$ cat src/rtl/first_event_latch.sv
module first_event_latch #(
  parameter int DATA_W = 32,
  parameter int ADDR_W = 8,
  parameter logic [ADDR_W-1:0] LATCH_OFS = 'h30,
  parameter logic [ADDR_W-1:0] STAT_OFS  = 'h34,
  parameter logic [ADDR_W-1:0] IEN_OFS   = 'h38
) (
  input  logic              clk,
  input  logic              rst_n,
  input  logic [ADDR_W-1:0] bus_addr,
  input  logic              bus_rd,
  input  logic              bus_wr,
  input  logic [DATA_W-1:0] bus_wdata,
  output logic [DATA_W-1:0] bus_rdata,
  input  logic              evt_valid,
  input  logic [DATA_W-1:0] evt_data,
  input  logic              rearm,
  input  logic              cfg_indirect,
  input  logic              cfg_clr_on_read,
  input  logic              cfg_single_irq,
  input  logic              cfg_irq_en,
  output logic              irq_req,
  output logic [1:0]        irq_code,
  input  logic              irq_ack
);

  typedef enum logic [2:0] {S_IDLE, S_ONE, S_TRUE, S_GAP, S_FALSE} irq_st_t;

  logic [DATA_W-1:0] latch_q;
  logic              full_q;
  logic              ien_q;
  logic              pend_q;
  logic [DATA_W-1:0] rdata_q;
  irq_st_t           st_q, st_d;

  wire rd_latch = bus_rd && (bus_addr == LATCH_OFS);
  wire clr      = rearm || (rd_latch && cfg_indirect && cfg_clr_on_read);
  wire take     = evt_valid && !full_q && !clr;
  wire irq_on   = cfg_indirect ? ien_q : cfg_irq_en;
  wire fire     = take && irq_on;
  wire launch   = (st_q == S_IDLE) && (fire || pend_q);

  always_ff @(posedge clk) begin
    if (!rst_n) begin
      latch_q <= '0;
      full_q  <= 1'b0;
    end else if (clr) begin
      full_q  <= 1'b0;
    end else if (take) begin
      latch_q <= evt_data;
      full_q  <= 1'b1;
    end
  end

  always_ff @(posedge clk) begin
    if (!rst_n)
      ien_q <= 1'b0;
    else if (bus_wr && cfg_indirect && bus_addr == IEN_OFS)
      ien_q <= |bus_wdata;
  end

  always_ff @(posedge clk) begin
    if (!rst_n)
      rdata_q <= '0;
    else if (bus_rd) begin
      if (bus_addr == LATCH_OFS)     rdata_q <= latch_q;
      else if (bus_addr == STAT_OFS) rdata_q <= DATA_W'(full_q);
      else if (bus_addr == IEN_OFS)  rdata_q <= DATA_W'(ien_q);
      else                           rdata_q <= '0;
    end
  end

  assign bus_rdata = rdata_q;

  always_comb begin
    st_d = st_q;
    case (st_q)
      S_IDLE:  if (launch) st_d = cfg_single_irq ? S_ONE : S_TRUE;
      S_ONE:   if (irq_ack) st_d = S_IDLE;
      S_TRUE:  if (irq_ack) st_d = S_GAP;
      S_GAP:   st_d = S_FALSE;
      S_FALSE: if (irq_ack) st_d = S_IDLE;
      default: st_d = S_IDLE;
    endcase
  end

  always_ff @(posedge clk) begin
    if (!rst_n) begin
      st_q   <= S_IDLE;
      pend_q <= 1'b0;
    end else begin
      st_q   <= st_d;
      pend_q <= (st_q != S_IDLE) ? (pend_q || fire) : 1'b0;
    end
  end

  assign irq_req  = (st_q == S_ONE) || (st_q == S_TRUE) || (st_q == S_FALSE);
  assign irq_code = (st_q == S_ONE)   ? 2'b11 :
                    (st_q == S_TRUE)  ? 2'b01 :
                    (st_q == S_FALSE) ? 2'b10 : 2'b00;

  AST_FULL_HOLDS: assert property (@(posedge clk) disable iff (!rst_n)
    full_q && !clr |=> full_q && $stable(latch_q));
  AST_CLEAR_WINS: assert property (@(posedge clk) disable iff (!rst_n)
    clr |=> !full_q);
  AST_DIRECT_WR_IGNORED: assert property (@(posedge clk) disable iff (!rst_n)
    bus_wr && !cfg_indirect && bus_addr == IEN_OFS |=> $stable(ien_q));
  AST_SINGLE_RELEASE: assert property (@(posedge clk) disable iff (!rst_n)
    irq_req && irq_code == 2'b11 && irq_ack |=> !irq_req);
  AST_PAIR_SEQUENCE: assert property (@(posedge clk) disable iff (!rst_n)
    irq_req && irq_code == 2'b01 && irq_ack |=> !irq_req ##1 (irq_req && irq_code == 2'b10));

endmodule

$ cat config.mk
export PLATFORM = sky130hd
export DESIGN_NAME = first_event_latch
export DESIGN_NICKNAME = d
export VERILOG_FILES = /design/src/rtl/first_event_latch.sv
export SDC_FILE = /design/constraint.sdc
export NUM_CORES = 1
export LEC_CHECK = 0
export BUFFER_PORTS_ARGS = -buffer_cell sky130_fd_sc_hd__buf_2
export CAP_MARGIN = 20
export CORE_MARGIN = 2
export CORE_UTILIZATION = 52
export CTS_CLUSTER_DIAMETER = 30
export DETAILED_ROUTE_END_ITERATION = 7
export GPL_ROUTABILITY_DRIVEN = 0
export GPL_TIMING_DRIVEN = 0
export PLACE_DENSITY = 0.94
export SLEW_MARGIN = 15
export SYNTH_ARGS = -nofsm -noshare
export SYNTH_HDL_FRONTEND = slang
export SYNTH_SLANG_ARGS = --single-unit
$ cat constraint.sdc
create_clock -name clk -period 2.7 [get_ports clk]
set_clock_uncertainty 0.1 [all_clocks]
set_input_delay 0.54 -clock clk [delete_from_list [all_inputs] [get_ports clk]]
set_output_delay 0.54 -clock clk [all_outputs]
set_load 0.02 [all_outputs]
==> results.sh, run 1 <==
export IMPL_outcome="finished, final reports clean"
export IMPL_r2r_slack_ns=1.16
export IMPL_final_layout_size_suffix_gt1_frac=0.302
export IMPL_synth_top_family_by_area="simple AND/OR/NAND/NOR gates"
export IMPL_yosys_area_share_simple=0.269
export IMPL_cts_sinks=70
export IMPL_antenna_found_initial=0
export IMPL_crit_end="irq_req"
export IMPL_fin_nets=551
export IMPL_hold_ws_ns=0.283
export IMPL_maxCapViolations=0
export IMPL_r2r_end="latch_q[25]$_SDFFE_PN0P_"
export IMPL_crit_start="st_q[0]$_SDFFE_PN0P_"
export IMPL_cp_start_kind="flip-flop"
export IMPL_synth_adder_area_share=0
export IMPL_drt_initial_drc_count=117
export IMPL_yosysWarnings=0
export IMPL_io_pins=118
export IMPL_rsz0062_at_grt="false"
export IMPL_pwr_share_comb=0.095
export IMPL_synth_seq_area_share=0.469
export IMPL_synth_xor_area_frac=0.00587
export IMPL_die_h_um=79.8
export IMPL_numCtsBuffers=9
export IMPL_rows=27
export IMPL_min_delay_start="rearm"
export IMPL_seqCellArea_um2=1400
export IMPL_worstPathCellList="clkbuf_1 > xnor2_1 > o21ai_0 > buf_2"
export IMPL_cp_max_fo=8
export IMPL_switching_share=0.231
export IMPL_clkTransAtPathRegs_ns=0.07
export IMPL_setup_viol=0
export IMPL_synth_nets=423
export IMPL_drv_slew=0
export IMPL_grt_pass1_vias=2811
export IMPL_p_sw_uw=490
export IMPL_cts_resized=0
export IMPL_grt_usage=0.240
export IMPL_clock_path_buffers=2
export IMPL_synthMuxAreaShare=0.114
export IMPL_max_slew_margin=0.656
export IMPL_ir_drop_mv=0.333
export IMPL_n_antenna_cell=0
export IMPL_synth_edf_count=0
export IMPL_worstSkewPairLatency_ns=0.33
export IMPL_die_w_um=79.8
export IMPL_yosys_register_bits=70
export IMPL_remaining_drc_errors=0
export IMPL_cp_arrival_ns=1.44
export IMPL_vias=2745
export IMPL_synth_compound_area_frac=0.0767
export IMPL_finalSetupTns_ns=0
export IMPL_die_area_um2=6360
export IMPL_area_growth_pct=29.4
export IMPL_hold_buffers=0
export IMPL_crit_required_ns=2.06
export IMPL_path_class="flip-flop to output pin"
export IMPL_min_path_cells=2
export IMPL_vias_per_cell=5.04
export IMPL_nFillCells=450
export IMPL_p_clk_frac=0.400
export IMPL_dp_hpwl_um=5230
export IMPL_hp_class="input port to flip-flop"
export IMPL_ant_nets=0
export IMPL_timing_rr_start="full_q$_SDFFE_PP0P_"
export IMPL_hold_viol_final=0
export IMPL_seq_power_share=0.505
export IMPL_cts_setup_buffers=0
export IMPL_root_buffer="clkbuf_8"
export IMPL_synth_flop_cell="dfxtp_1"
export IMPL_grt_overflow_total=0
export IMPL_core_area_um2=5540
export IMPL_wl_per_cell_um=13.1
export IMPL_p_leak_uw=0.00175
export IMPL_syn_mean_instance_area_um2=8.78
export IMPL_reg2regPathDepth=5
export IMPL_post_route_min_period_ns=2.08
export IMPL_p_int_uw=1630
export IMPL_power_density_nw_per_um2=550
export IMPL_crit_path_end_kind="output pin"
export IMPL_final_util=0.697
export IMPL_max_stage_delay_ns=0.31
export IMPL_cp_slowest_cell="dfxtp_1"
export IMPL_min_period_over_period=0.770
export IMPL_tritoncts="done"
export IMPL_grt_pass1_wl_um=12000
export IMPL_fmax_mhz=481
export IMPL_syn_inst=340
export IMPL_port_buffers=117
export IMPL_synthesis_area_um2=2990
export IMPL_drt_first_pass_iters=5
export IMPL_synth_cell_types=36
export IMPL_multi_input_area_um2=1390
export IMPL_htreeDepth=3
export IMPL_wl_um=7150
export IMPL_synth_async_reset_ratio=0
export IMPL_worstMarginPinSlew_ns=0.515
export IMPL_start_util=0.539
export IMPL_grt_max_degree=12
## synthesized netlist by cell type, drive strengths merged (2+ instances only)
cell / count / area [µm²]
and2: 3 / 18.8
nand4: 4 / 25.0
xnor2: 2 / 17.5
dlygate4sd1: 6 / 52.6
clkbuf: 9 / 33.8
dfxtp: 70 / 1400
mux2i: 33 / 330
nor2b: 33 / 206
nand2: 66 / 248
a21oi: 35 / 175
nor4: 10 / 77.6
buf: 8 / 93.8
nand2b: 3 / 18.8
nor3: 2 / 10.0
nor2: 38 / 143
inv: 2 / 7.51
## per-stage QoR
step / instance area (µm²) / total power [µW] / worst slack, ns / cells
floorplan: 2990 / 1200 / 0.918 / 340
global placement: 3660 / 1290 / 0.705 / 529
detailed placement: 3660 / 1300 / 0.663 / 529
CTS: 3860 / 2130 / 0.614 / 545
global route: 3860 / 2210 / 0.462 / 545
finish: 3860 / 2120 / 0.621 / 545
## power by group through the flow
stage	Combinational (µW)	Clock, µW	Sequential [µW]
finish	202	850	1070
global route	224	910	1070
floorplan	110	0	1090
detailed placement	202	0	1090
CTS	203	860	1070
global placement	197	0	1090
## cell families after synthesis
group | count (synthesis)
AO/OA/AOI/OAI | 42
XOR/XNOR | 2
buffers and inverters | 26
flip-flops | 70
multiplexers | 34
AND/OR/NAND/NOR | 166
## critical path: cells and delay by family, from the launching register on
| family | cells | cell delay [ns] |
|---|---|---|
| buffers and inverters | 2 | 0.47 |
| flip-flops | 1 | 0.31 |
| AO/OA/AOI/OAI | 1 | 0.18 |
| XOR/XNOR | 1 | 0.14 |
## cell type report
type                    instances  share of cell area
multi-input cells             244               0.361
repair buffers                117               0.152
inverters                       3             0.00292
clock inverters                 3              0.0110
flip-flops and latches         70               0.363
clock buffers                  13              0.0411
plain buffers                  23              0.0466
well taps                      72              0.0233
## how the worst min path moves through the flow
stage / endpoint
floorplan: latch_q[0]$_SDFFE_PN0P_
global placement: latch_q[14]$_SDFFE_PN0P_
detailed placement: latch_q[11]$_SDFFE_PN0P_
CTS: full_q$_SDFFE_PP0P_
global route: full_q$_SDFFE_PP0P_
finish: full_q$_SDFFE_PP0P_
## state kept, by name (all words and copies together) (netlist names)
signal / flops
ien_q: 1
full_q: 1
st_q: 3
bus_rdata: 32
pend_q: 1
latch_q: 32
## metal layers
| metal | vias to the layer above | part of all wire | track usage | wire length, µm |
|---|---|---|---|---|
| li1 | 1388 | - | - | - |
| met1 | 1247 | 0.43 | 0.274 | 3040 |
| met2 | 95 | 0.49 | 0.414 | 3480 |
| met3 | 15 | 0.068 | 0.0611 | 487 |
| met4 | 0 | 0.020 | 0.117 | 141 |
| met5 | - | 0 | 0 | 0 |
## placed cells by master, fill, tap and decap left out, types with 2 or more instances in the layout
| master | count |
|---|---|
| and2_1 | 3 |
| clkbuf_8 | 11 |
| buf_12 | 3 |
| nor2_1 | 38 |
| clkbuf_1 | 11 |
| buf_2 | 120 |
| nand2_1 | 66 |
| nor3_1 | 2 |
| a21oi_1 | 35 |
| mux2i_1 | 33 |
| nand2b_1 | 3 |
| xnor2_1 | 2 |
| nor4_1 | 9 |
| dlygate4sd1_1 | 6 |
| nor2b_1 | 33 |
| dfxtp_1 | 70 |
| inv_1 | 2 |
| nand4_1 | 4 |
Note: power is estimated with default switching activity, not from simulation.
==> run 2, diff against run 1 <==
- CORE_UTILIZATION: 52 -> 44
- PLACE_DENSITY: 0.94 -> 0.85
- clock period: 2.7 -> 1.7 ns (I/O delays scaled with it)
==> run 2 against run 1 <==
Against the previous run:
- combinational power increased by 60%
- critical endpoint unchanged
- non-clock buffer count down 2
- largest power group unchanged
- critical path depth unchanged
==> results.sh, run 2 (same netlist as run 1, synthesis figures left out) <==
export IMPL_area_growth_pct=31.6
export IMPL_clock_path_buffers=2
export IMPL_n_antenna_cell=0
export IMPL_cp_slowest_cell="dfxtp_4"
export IMPL_ant_nets=0
export IMPL_antenna_found_initial=0
export IMPL_vias=2712
export IMPL_stdcell_count=551
export IMPL_pre_cts_ws_ns=-0.133
export IMPL_p_leak_uw=0.00178
export IMPL_grt_max_degree=13
export IMPL_maxCapViolations=0
export IMPL_pwr_share_comb=0.088
export IMPL_hp_class="input port to flip-flop"
export IMPL_rsz0062_at_grt="false"
export IMPL_numCtsBuffers=9
export IMPL_root_buffer="clkbuf_8"
export IMPL_remaining_drc_errors=0
export IMPL_wl_um=7220
export IMPL_path_class="flip-flop to output pin"
export IMPL_worst_slack_ns=0.113
export IMPL_crit_path_end_kind="output pin"
export IMPL_setup_viol=0
export IMPL_dp_hpwl_um=5340
export IMPL_drt_first_pass_iters=5
export IMPL_grt_overflow_total=0
export IMPL_nFillCells=618
export IMPL_outcome="finished, final reports clean"
export IMPL_finalSetupTns_ns=0
export IMPL_p_clk_frac=0.445
export IMPL_min_period_over_period=0.934
export IMPL_port_buffers=117
export IMPL_fin_nets=549
export IMPL_r2r_slack_ns=0.18
export IMPL_cp_start_kind="flip-flop"
export IMPL_htreeDepth=3
export IMPL_worstPathCellList="nor2_2 > nand2_1 > o21ai_1 > buf_4"
export IMPL_drv_slew=0
export IMPL_p_int_uw=2850
export IMPL_die_h_um=86.4
export IMPL_ir_drop_mv=0.389
export IMPL_power_density_nw_per_um2=931
export IMPL_grt_pass1_vias=2632
export IMPL_tritoncts="done"
export IMPL_hold_buffers=0
export IMPL_seq_power_share=0.466
export IMPL_cp_top_family="flip-flops"
export IMPL_clkTransAtPathRegs_ns=0.08
export IMPL_die_w_um=86.4
export IMPL_start_util=0.447
export IMPL_worstSkewPairLatency_ns=0.33
export IMPL_cp_arrival_ns=1.15
export IMPL_post_route_min_period_ns=1.59
export IMPL_crit_buf_inv=1
export IMPL_vias_per_cell=4.92
export IMPL_worstMarginPinSlew_ns=0.509
export IMPL_fmax_mhz=630
export IMPL_wl_per_cell_um=13.1
export IMPL_grt_usage=0.200
export IMPL_final_cell_mix="119 x buf_2, 68 x dfxtp_1, 66 x nand2_1"
export IMPL_grt_pass1_wl_um=11900
export IMPL_final_common_cell="buf_2"
export IMPL_cp_max_fo=8
export IMPL_placed_cells=537
export IMPL_hold_viol_final=0
export IMPL_max_stage_delay_ns=0.38
export IMPL_drt_initial_drc_count=80
export IMPL_core_area_um2=6680
export IMPL_hold_ws_ns=0.0833
export IMPL_crit_required_ns=1.26
export IMPL_switching_share=0.220
export IMPL_cts_sinks=70
export IMPL_p_sw_uw=805
export IMPL_rows=30
export IMPL_io_pins=118
export IMPL_die_area_um2=7460
export IMPL_max_slew_margin=0.661
export IMPL_final_layout_size_suffix_gt1_frac=0.316
-- run 2: power groups by stage --
stage | Combinational (µW) | Clock (µW) | Sequential, µW
after detailed placement | 325 | 0 | 1740
after CTS | 322 | 1660 | 1700
after global placement | 315 | 0 | 1740
final | 323 | 1630 | 1700
after floorplan | 175 | 0 | 1730
after global routing | 357 | 1730 | 1710
-- run 2: worst paths after layout --
check,endpoint,startpoint,cells after the start
worst max-delay path,irq_req,st_q[0]$_SDFFE_PN0P_,4
worst min register to register,latch_q[1]$_SDFFE_PN0P_,latch_q[1]$_SDFFE_PN0P_,2
worst min-delay path,full_q$_SDFFE_PP0P_,rearm,2
worst max register to register,latch_q[22]$_SDFFE_PN0P_,full_q$_SDFFE_PP0P_,5
-- run 2: metrics by stage --
step	util	power [µW]	area, µm²
global route	0.588	3800	3930
floorplan	-	1910	2990
CTS	0.585	3680	3910
global placement	0.549	2050	3670
detailed placement	0.549	2060	3670
finish	0.588	3660	3930
-- run 2: routing by layer --
metal  vias to the layer above  GRT usage  part of all wire
li1                       1391          -                 -
met1                      1241      0.255              0.45
met2                        68      0.338              0.49
met3                        12     0.0390             0.053
met4                         0     0.0668             0.014
met5                         -          0                 0
-- run 2: final cells by class --
type / count / area, µm² / share of cell area
clock buffers: 10 / 138 / 0.0350
well taps: 80 / 100 / 0.0255
plain buffers: 21 / 173 / 0.0440
flip-flops and latches: 70 / 1410 / 0.358
repair buffers: 117 / 588 / 0.150
inverters: 3 / 11.3 / 0.00287
multi-input cells: 244 / 1400 / 0.357
clock inverters: 6 / 109 / 0.0277
-- run 2: what timing repair did --
| item | 4_1_cts | 5_1_grt |
|---|---|---|
| buffers inserted | 0 | 0 |
| resized for setup | 1 | 6 |
| endpoints found under the setup margin | 3 | 2 |
| pin swaps | 0 | 0 |
-- run 2: worst register-to-register path, cell delays in order, from the launching register on --
cell and delay (ns):
dfxtp_1 0.33, nor3b_1 0.32, and2_1 0.19, buf_6 0.15
buf_12 0.15, mux2i_1 0.21
